$ cat config.mk
export PLATFORM = sky130hd
export DESIGN_NAME = conv_stage_sequencer
export DESIGN_NICKNAME = d
export VERILOG_FILES = /design/src/rtl/seq_pkg.sv /design/src/rtl/seq_cfg_regs.sv /design/src/rtl/seq_ctrl.sv /design/src/rtl/seq_result_bank.sv /design/src/rtl/conv_stage_sequencer.sv
export SDC_FILE = /design/constraint.sdc
export NUM_CORES = 1
export LEC_CHECK = 0
export ABC_CLOCK_PERIOD_IN_PS = 27400
export BUFFER_PORTS_ARGS = -buffer_cell sky130_fd_sc_hd__buf_2
export CAP_MARGIN = 40
export CORE_UTILIZATION = 55
export CTS_BUF_LIST = sky130_fd_sc_hd__clkbuf_4 sky130_fd_sc_hd__clkbuf_8
export CTS_CLUSTER_DIAMETER = 150
export DETAILED_ROUTE_END_ITERATION = 7
export PLACE_DENSITY = 0.72
export SYNTH_ARGS = -nofsm -noshare
export SYNTH_HDL_FRONTEND = slang
export SYNTH_SLANG_ARGS = --single-unit
$ cat constraint.sdc
create_clock -name clk -period 27.4 [get_ports clk]
set_clock_uncertainty 0.15 [all_clocks]
set_input_delay 8.22 -clock clk [delete_from_list [all_inputs] [get_ports clk]]
set_output_delay 8.22 -clock clk [all_outputs]
set_load 0.03 [all_outputs]
$ cat src/rtl/seq_pkg.sv
package seq_pkg;
  typedef enum logic [1:0] {
    ST_IDLE  = 2'd0,
    ST_SETUP = 2'd1,
    ST_KICK  = 2'd2,
    ST_WAIT  = 2'd3
  } seq_state_e;

  function automatic int max_int(input int a, input int b);
    return (a > b) ? a : b;
  endfunction
endpackage

$ cat src/rtl/seq_cfg_regs.sv
module seq_cfg_regs #(
  parameter int NUM_STAGES = 12,
  parameter int NUM_INPUTS = 14,
  parameter int IDX_W      = 4,
  parameter int ADDR_W     = 4,
  parameter int DATA_W     = 14
) (
  input  logic                  clk,
  input  logic                  rst_n,
  input  logic                  wr_en,
  input  logic [ADDR_W-1:0]     wr_addr,
  input  logic [DATA_W-1:0]     wr_data,
  output logic [NUM_INPUTS-1:0] route_tbl [NUM_STAGES],
  output logic [IDX_W-1:0]      last_raw,
  output logic [NUM_STAGES-1:0] cal_mask
);
  localparam int ADDR_LAST = NUM_STAGES;
  localparam int ADDR_CAL  = NUM_STAGES + 1;

  logic ld_last, ld_cal;
  assign ld_last = wr_en && (wr_addr == ADDR_W'(ADDR_LAST));
  assign ld_cal  = wr_en && (wr_addr == ADDR_W'(ADDR_CAL));

  for (genvar g = 0; g < NUM_STAGES; g++) begin : g_route
    logic                  ld;
    logic [NUM_INPUTS-1:0] word_q;
    assign ld = wr_en && (wr_addr == ADDR_W'(g));
    always_ff @(posedge clk or negedge rst_n) begin
      if (!rst_n) begin
        word_q <= '0;
      end else if (ld) begin
        word_q <= wr_data[NUM_INPUTS-1:0];
      end
    end
    assign route_tbl[g] = word_q;
  end

  always_ff @(posedge clk or negedge rst_n) begin
    if (!rst_n) begin
      last_raw <= '0;
    end else if (ld_last) begin
      last_raw <= wr_data[IDX_W-1:0];
    end
  end

  always_ff @(posedge clk or negedge rst_n) begin
    if (!rst_n) begin
      cal_mask <= '0;
    end else if (ld_cal) begin
      cal_mask <= wr_data[NUM_STAGES-1:0];
    end
  end
endmodule

$ cat src/rtl/seq_ctrl.sv
module seq_ctrl
  import seq_pkg::*;
#(
  parameter int NUM_STAGES = 12,
  parameter int NUM_INPUTS = 14,
  parameter int IDX_W      = 4
) (
  input  logic                  clk,
  input  logic                  rst_n,
  input  logic                  start_req,
  input  logic                  cont_mode,
  input  logic [IDX_W-1:0]      last_raw,
  input  logic [NUM_INPUTS-1:0] route_tbl [NUM_STAGES],
  input  logic                  conv_done,
  output logic                  conv_start,
  output logic [NUM_INPUTS-1:0] route_sel,
  output logic                  seq_done,
  output logic                  slot_we,
  output logic [IDX_W-1:0]      slot_idx
);
  localparam logic [IDX_W-1:0] TOP_IDX = IDX_W'(NUM_STAGES - 1);

  seq_state_e            state_q, state_d;
  logic [IDX_W-1:0]      stage_q, stage_d;
  logic [IDX_W-1:0]      last_q, last_d;
  logic [NUM_INPUTS-1:0] route_q, route_d;
  logic                  route_ld;
  logic                  done_q, done_d;
  logic [IDX_W-1:0]      last_clamped;
  logic                  done_hit;
  logic                  at_last;
  logic [IDX_W-1:0]      next_idx;

  // the final index is limited to the highest stage that exists
  assign last_clamped = (int'(last_raw) > NUM_STAGES - 1) ? TOP_IDX : last_raw;
  assign done_hit     = (state_q == ST_WAIT) && conv_done;
  assign at_last      = (stage_q == last_q);
  assign next_idx     = at_last ? '0 : stage_q + 1'b1;

  always_comb begin
    state_d  = state_q;
    stage_d  = stage_q;
    last_d   = last_q;
    route_d  = route_q;
    route_ld = 1'b0;
    done_d   = done_hit && at_last;
    unique case (state_q)
      ST_IDLE: begin
        if (start_req) begin
          stage_d  = '0;
          last_d   = last_clamped;
          route_d  = route_tbl[0];
          route_ld = 1'b1;
          state_d  = ST_SETUP;
        end
      end
      ST_SETUP: state_d = ST_KICK;
      ST_KICK:  state_d = ST_WAIT;
      ST_WAIT: begin
        if (conv_done) begin
          if (at_last && !cont_mode) begin
            state_d = ST_IDLE;
          end else begin
            stage_d  = next_idx;
            route_d  = route_tbl[next_idx];
            route_ld = 1'b1;
            state_d  = ST_SETUP;
            if (at_last) begin
              last_d = last_clamped;
            end
          end
        end
      end
      default: state_d = ST_IDLE;
    endcase
  end

  always_ff @(posedge clk or negedge rst_n) begin
    if (!rst_n) begin
      state_q <= ST_IDLE;
      stage_q <= '0;
      last_q  <= '0;
      done_q  <= 1'b0;
    end else begin
      state_q <= state_d;
      stage_q <= stage_d;
      last_q  <= last_d;
      done_q  <= done_d;
    end
  end

  always_ff @(posedge clk or negedge rst_n) begin
    if (!rst_n) begin
      route_q <= '0;
    end else if (route_ld) begin
      route_q <= route_d;
    end
  end

  assign conv_start = (state_q == ST_KICK);
  assign route_sel  = route_q;
  assign seq_done   = done_q;
  assign slot_we    = done_hit;
  assign slot_idx   = stage_q;
endmodule

$ cat src/rtl/seq_result_bank.sv
module seq_result_bank #(
  parameter int NUM_STAGES = 12,
  parameter int RESULT_W   = 16,
  parameter int IDX_W      = 4
) (
  input  logic                  clk,
  input  logic                  rst_n,
  input  logic                  wr_en,
  input  logic [IDX_W-1:0]      wr_idx,
  input  logic [RESULT_W-1:0]   wr_data,
  input  logic [NUM_STAGES-1:0] cal_mask,
  input  logic [IDX_W-1:0]      rd_idx,
  output logic [RESULT_W-1:0]   rd_data,
  output logic                  rd_cal
);
  logic [RESULT_W-1:0] res_arr [NUM_STAGES];
  logic                cal_arr [NUM_STAGES];

  for (genvar g = 0; g < NUM_STAGES; g++) begin : g_slot
    logic                hit;
    logic [RESULT_W-1:0] res_q;
    logic                cal_q;
    assign hit = wr_en && (wr_idx == IDX_W'(g));
    always_ff @(posedge clk or negedge rst_n) begin
      if (!rst_n) begin
        res_q <= '0;
        cal_q <= 1'b0;
      end else if (hit) begin
        res_q <= wr_data;
        cal_q <= cal_mask[g];
      end
    end
    assign res_arr[g] = res_q;
    assign cal_arr[g] = cal_q;
  end

  always_comb begin
    rd_data = '0;
    rd_cal  = 1'b0;
    if (int'(rd_idx) < NUM_STAGES) begin
      rd_data = res_arr[rd_idx];
      rd_cal  = cal_arr[rd_idx];
    end
  end
endmodule

$ cat src/rtl/conv_stage_sequencer.sv
module conv_stage_sequencer #(
  parameter  int NUM_STAGES = 12,
  parameter  int NUM_INPUTS = 14,
  parameter  int RESULT_W   = 16,
  localparam int IDX_W      = $clog2(NUM_STAGES),
  localparam int ADDR_W     = $clog2(NUM_STAGES + 2),
  localparam int DATA_W     = seq_pkg::max_int(NUM_INPUTS, NUM_STAGES)
) (
  input  logic                  clk,
  input  logic                  rst_n,
  input  logic                  start_req,
  input  logic                  cont_mode,
  input  logic                  reg_wr,
  input  logic [ADDR_W-1:0]     reg_addr,
  input  logic [DATA_W-1:0]     reg_wdata,
  output logic                  conv_start,
  input  logic                  conv_done,
  input  logic [RESULT_W-1:0]   conv_result,
  output logic [NUM_INPUTS-1:0] route_sel,
  output logic                  seq_done,
  input  logic [IDX_W-1:0]      rd_idx,
  output logic [RESULT_W-1:0]   rd_result,
  output logic                  rd_cal
);
  logic [1:0]            rst_pipe;
  logic                  rst_sync_n;
  logic [NUM_INPUTS-1:0] route_tbl [NUM_STAGES];
  logic [IDX_W-1:0]      last_raw;
  logic [NUM_STAGES-1:0] cal_mask;
  logic                  slot_we;
  logic [IDX_W-1:0]      slot_idx;

  // asynchronous assertion, synchronous release
  always_ff @(posedge clk or negedge rst_n) begin
    if (!rst_n) begin
      rst_pipe <= '0;
    end else begin
      rst_pipe <= {rst_pipe[0], 1'b1};
    end
  end
  assign rst_sync_n = rst_pipe[1];

  seq_cfg_regs #(
    .NUM_STAGES(NUM_STAGES), .NUM_INPUTS(NUM_INPUTS),
    .IDX_W(IDX_W), .ADDR_W(ADDR_W), .DATA_W(DATA_W)
  ) u_cfg (
    .clk(clk), .rst_n(rst_sync_n),
    .wr_en(reg_wr), .wr_addr(reg_addr), .wr_data(reg_wdata),
    .route_tbl(route_tbl), .last_raw(last_raw), .cal_mask(cal_mask)
  );

  seq_ctrl #(
    .NUM_STAGES(NUM_STAGES), .NUM_INPUTS(NUM_INPUTS), .IDX_W(IDX_W)
  ) u_ctrl (
    .clk(clk), .rst_n(rst_sync_n),
    .start_req(start_req), .cont_mode(cont_mode),
    .last_raw(last_raw), .route_tbl(route_tbl),
    .conv_done(conv_done), .conv_start(conv_start),
    .route_sel(route_sel), .seq_done(seq_done),
    .slot_we(slot_we), .slot_idx(slot_idx)
  );

  seq_result_bank #(
    .NUM_STAGES(NUM_STAGES), .RESULT_W(RESULT_W), .IDX_W(IDX_W)
  ) u_bank (
    .clk(clk), .rst_n(rst_sync_n),
    .wr_en(slot_we), .wr_idx(slot_idx), .wr_data(conv_result),
    .cal_mask(cal_mask), .rd_idx(rd_idx),
    .rd_data(rd_result), .rd_cal(rd_cal)
  );
endmodule

# [Yosys cells after proc, flatten, opt, wreduce, memory -nomap -nowiden]
# Index checks and enable logic that the tools add are counted.
[totals] regBits=415 inputBits=44 out_inout_bits=33
[op_classes] n_addsub=1 n_lt_le_gt_ge=4 n_eq_ne=32 n_mux=34 n_bitwise=2 n_reduce_logical=38
[op_table] operator="2-to-1 mux 14 bit" n=5
[op_table] operator="binary-select mux 16 bit (select 4 bit)" n=1
[op_table] operator="binary-select mux 14 bit (select 4 bit)" n=1
[op_table] operator="2-to-1 mux 16 bit" n=3
[op_table] operator="equality test 4 bit (second input constant)" n=10
[op_table] operator="2-to-1 mux 4 bit" n=9
[op_table] operator="equality test 4 x 3 -> 1 bit (second input constant)" n=8
[op_table] operator="logical AND 1 bit" n=29
[op_table] operator="case mux 14 bit (2 select lines)" n=1
[op_table] operator="equality test 4 x 2 -> 1 bit (second input constant)" n=4
[op_table] operator="case mux 4 bit (2 select lines)" n=2
[op_table] operator=">= comparator 5 bit (second input constant)" n=2
[op_table] operator="NOT 4 -> 5 bit" n=2
[op_table] operator="AND reduction 5 bit" n=2
[op_table] operator="equality test 4 x 1 -> 1 bit (second input constant)" n=2
[op_table] operator="logical NOT 4 bit" n=2
[op_table] operator="case mux 2 bit (4 select lines)" n=1
[op_table] operator="2-to-1 mux 1 bit" n=7
[op_table] operator="inequality test 2 bit (second input constant)" n=3
[op_table] operator="adder 4 x 1 -> 4 bit (second input constant)" n=1
[op_table] operator="binary-select mux 1 bit (select 4 bit)" n=1
[op_table] operator="equality test 2 bit (second input constant)" n=2
[op_table] operator="equality test 4 bit" n=1
[op_table] operator="greater-than comparator 4 bit (second input constant)" n=1
[op_table] operator="other kinds (10)" n=11

# [Longest topological paths before layout]
[logic_depth] ltp_word=9 mapped_depth=11 ltp_nobuf=7

# [By module]
# A second synthesis with hierarchy kept.
[hier_totals] cells_unflattened=1318 hier_area_um2=19149.6
[by_module_without_submodules] module="seq_result_bank" instances=1 cells_each=580 area_per_inst_um2=9360.2 seq_area_each_um2=5104.9
[by_module_without_submodules] module="seq_cfg_regs" instances=1 cells_each=420 area_per_inst_um2=6931.6 seq_area_each_um2=4604.4
[by_module_without_submodules] module="seq_ctrl" instances=1 cells_each=315 area_per_inst_um2=2803.9 seq_area_each_um2=625.6
[by_module_without_submodules] module="conv_stage_sequencer" instances=1 cells_each=3 area_per_inst_um2=53.8 seq_area_each_um2=50.0

# [Least setup slack after synthesis]
# Ideal clock, no wire load.
[synth_timing] kind="input to output" start="input rd_idx[3]" end="output rd_result[10]" t_arrival_ps=9639 setup_slack_ps=9391 stages=5 path_buffers=2 cell_sequence="clkbuf_1 clkbuf_1 mux4_2 mux2i_1 o22ai_1"
[synth_via] elab_chain_cells=5 word_cells_on_any_way=6 classes_between="order compare (1); mux (4); bitwise (1)"
[synth_lines] element="from (decl)" line_no="conv_stage_sequencer.sv:21" text="input logic [IDX_W-1:0] rd_idx,"
[synth_lines] element="NOT 4 -> 5 bit (implied by the code)" line_no="seq_result_bank.sv:41" text="rd_data = res_arr[rd_idx];"
[synth_lines] element="binary-select mux 16 bit (select 4 bit)" line_no="seq_result_bank.sv:41"
[synth_lines] element="2-to-1 mux 16 bit (implied by the code) (2 in series)" line_no="seq_result_bank.sv:41"
[synth_lines] element="2-to-1 mux 16 bit *" line_no="seq_result_bank.sv:40" text="if (int'(rd_idx) < NUM_STAGES) begin"
[synth_lines] element="to (decl)" line_no="conv_stage_sequencer.sv:22" text="output logic [RESULT_W-1:0] rd_result,"
# Every way passes the cells marked *; elsewhere a longest branch is shown, timed or not. The select of a mux whose other input is x is not followed.

# [Final worst setup path]
[layout_timing] start="input rd_idx[0]" end="output rd_cal"
[layout_via] elab_chain_cells=5 word_cells_on_any_way=6 classes_between="order compare (1); mux (4); bitwise (1)"
[layout_lines] element="NOT 4 -> 5 bit (implied by the code)" line_no="seq_result_bank.sv:42" text="rd_cal = cal_arr[rd_idx];"
[layout_lines] element="binary-select mux 1 bit (select 4 bit)" line_no="seq_result_bank.sv:42"
[layout_lines] element="2-to-1 mux 1 bit (implied by the code) (2 in series)" line_no="seq_result_bank.sv:42"
[layout_lines] element="2-to-1 mux 1 bit *" line_no="seq_result_bank.sv:40"
[layout_lines] element="to (decl)" line_no="conv_stage_sequencer.sv:23" text="output logic rd_cal"
# Marks and branches as above.

==> impl_metrics.ini <==
[floorplan]
rows = 67
start_util_pct = 56.3
ios = 77
die-area_mm2 = 0.0353
die_h_um = 188
coreArea_mm2 = 0.0338
die_w_um = 188

[routing]
wire_per_inst_um = 22.5
dr.first_iter.drc_count = 548
ant_nets = 0
drc = 0
avgViaCountPerCell = 5.99
vias = 11100
firstDrtPassIters = 5
totalWireLength_um = 41600

[clock_tree]
htreeDepth = 3
post_cts_resized = 0
clkSinkCount = 415
cts_setup_buffers = 0
cts_tree = yes
clk_latency_ns = 0.58
cts-hold-fix-buffers = 0
cts_buffers = 69
cts.clk_slew.worst_paths_ns = 0.06
cts_root_buf = clkbuf_8
clockBufferDepth = 3

[placement]
dp.cells = 1733
routabilityCongestion = 0.759
place_area_mm2 = 0.0199
port_buffers = 76
dp_hpwl_um = 25500

[power_and_ir_drop]
peakVddDrop_mv = 0.0623
p_sw_share_pct = 31.2
clockPowerShare_pct = 28.6
internal-power_uw = 1380
power.switching_uw = 625
p_total_uw = 2010
pwr-share-seq_pct = 41.7
p_per_area_mw_per_mm2 = 93.7
power_frac_comb_pct = 29.7
p_leak_uw = 0.00975

[critical_path]
crit_path_start = rd_idx[0]
cp-start-kind = primary input
r2r-start = u_ctrl.slot_idx[0]
crit_type = in -> out
crit_path_end_kind = output pin
crit_required_ns = 19.03
cp_max_fo = 38
cp.arrival_ns = 9.92

[synth]
ys_types = 54
synth_warnings = 0
synthesis.nets = 1329
yosysSeqAreaShare_pct = 54.6
synth_cells = 1277
syn_area_mm2 = 0.0190
synth_flop_cell = dfrtp_1
synth_edf_count = 0
ys_ff_latch = 415
avgSynthCellArea_um2 = 14.9
async_reset_ff_share_pct = 100

[timing]
worstMarginPinSlew_ns = 0.996
rsz0062_at_grt = no
finalHoldViolations = 0
period_share_pct = 66.8
period_needed_ns = 18.29
tns_ns = 0
relSlewSlack_pct = 33.6
fmax_mhz = 54.7
finalSetupViolations = 0
slew_viol_final = 0

[global_route]
grt_max_degree = 189
antenna_found_initial = 0
grt_overflow = 0
grt_usage_pct = 24.5
grt_pass1_vias = 11800
grt_pass1_wl_um = 67100

[final_layout]
layout.nets = 1408
fillerInstances = 2529
post-route-util_pct = 63.4
drive_above_1_share_pct = 51.4
multi_input_area_mm2 = 0.00805
area_growth_pct = 12.6
final_cell_mix = dfrtp_1, mux2_2, clkbuf_8
fin_cells = 1851
final_common_cell = dfrtp_1
regArea_mm2 = 0.0104
finish.instance_area_mm2 = 0.0214

[flow_run]
cap_violations = 0

[status]
outcome = complete, no violations

[worst_hold_path]
hold_path.class = reg -> async
==> power groups by stage <==
stage                     combinational [µW]  clock [µW]  sequential, µW
after global placement                   573           0             841
after CTS                                599         587             835
after floorplan                          447           0             840
after detailed placement                 598           0             845
final                                    596         574             836
after global routing                     643         615             853
==> Yosys cell counts (8+ instances only) <==
master    instances  area (µm²)
a21oi_1          21         105
a31oi_1          13        81.3
buf_1            19        71.3
buf_2            31         155
buf_4            15         113
clkbuf_1         38         143
dfrtp_1         415       10400
ha_1              8         100
inv_1            24        90.1
mux2_2          387        4360
mux2i_1          36         360
mux4_2           78        1760
nand2_1          25        93.8
nand3_1          19        95.1
nor2_1           18        67.6
o22ai_1          44         275
o311a_1          13         130
==> cell type report <==
class	instances	area share [%]
Antenna cell	1	0.0117
Clock buffer	113	6.65
Clock inverter	4	0.210
Inverter	25	0.438
Multi-Input combinational cell	732	37.6
Sequential cell	415	48.5
Tap cell	448	2.62
Timing Repair Buffer	113	3.92
==> per-layer routing <==
| metal | up-vias | routed length (µm) | track usage, % | part of all wire (%) |
|---|---|---|---|---|
| met5 | - | 0 | 0 | 0 |
| met4 | 0 | 882 | 7.38 | 2.1 |
| met1 | 5900 | 19100 | 34.7 | 46 |
| li1 | 4917 | - | - | - |
| met2 | 202 | 20300 | 39.4 | 49 |
| met3 | 66 | 1400 | 3.52 | 3.4 |
==> metrics by stage <==
| step | setup slack [ns] | hold WS [ns] |
|---|---|---|
| global placement | 8.60 | 0.188 |
| detailed placement | 9.04 | 0.0841 |
| finish | 9.11 | 0.0755 |
| floorplan | 9.39 | 0.181 |
| global route | 8.97 | 0.103 |
| CTS | 9.04 | 0.0850 |
==> registers in the layout (all words and copies together), names as in the netlist <==
name	count
u_bank.g_slot.res_q	192
u_cfg.g_route.word_q	168
u_ctrl.route_sel	14
u_bank.g_slot.cal_q	12
u_cfg.cal_mask	12
u_cfg.last_raw	4
u_ctrl.last_q	4
u_ctrl.slot_idx	4
rst_pipe	2
u_ctrl.state_q	2
u_ctrl.seq_done	1
==> logic make-up (layout without fill, tap and decap cells) <==
kind of cell,count (synthesis),in the layout,share of synthesized area (%)
flip-flops,415,415,54.6
multiplexers,505,505,34.3
AND/OR/NAND/NOR,103,103,2.92
XOR/XNOR,4,4,0.184
other,1,2,0.0197
AO/OA/AOI/OAI,111,111,4.27
adder cells (fa/ha/maj),8,8,0.527
buffers and inverters,130,255,3.15
==> worst paths after layout <==
check | slack, ns | endpoint | cells past startpoint
min in group clk | 0.20 | rst_pipe[1] | 0
hold reg to reg | 0.08 | u_bank.g_slot[7].res_q[8] | 0
setup reg to reg | 23.82 | u_ctrl.route_sel[0] | 7
hold / removal | 0.08 | u_bank.g_slot[7].res_q[8] | 0
setup / recovery | 9.11 | rd_cal | 6
max in group asynchronous | 19.74 | rst_pipe[1] | 1
==> worst max-delay path, cell delays in order <==
cell     delay, ns
buf_4         0.27
buf_16        0.32
mux4_2        0.53
mux2i_1       0.14
o22ai_1       0.16
buf_2         0.24
Note: power is estimated with default switching activity, not from simulation.
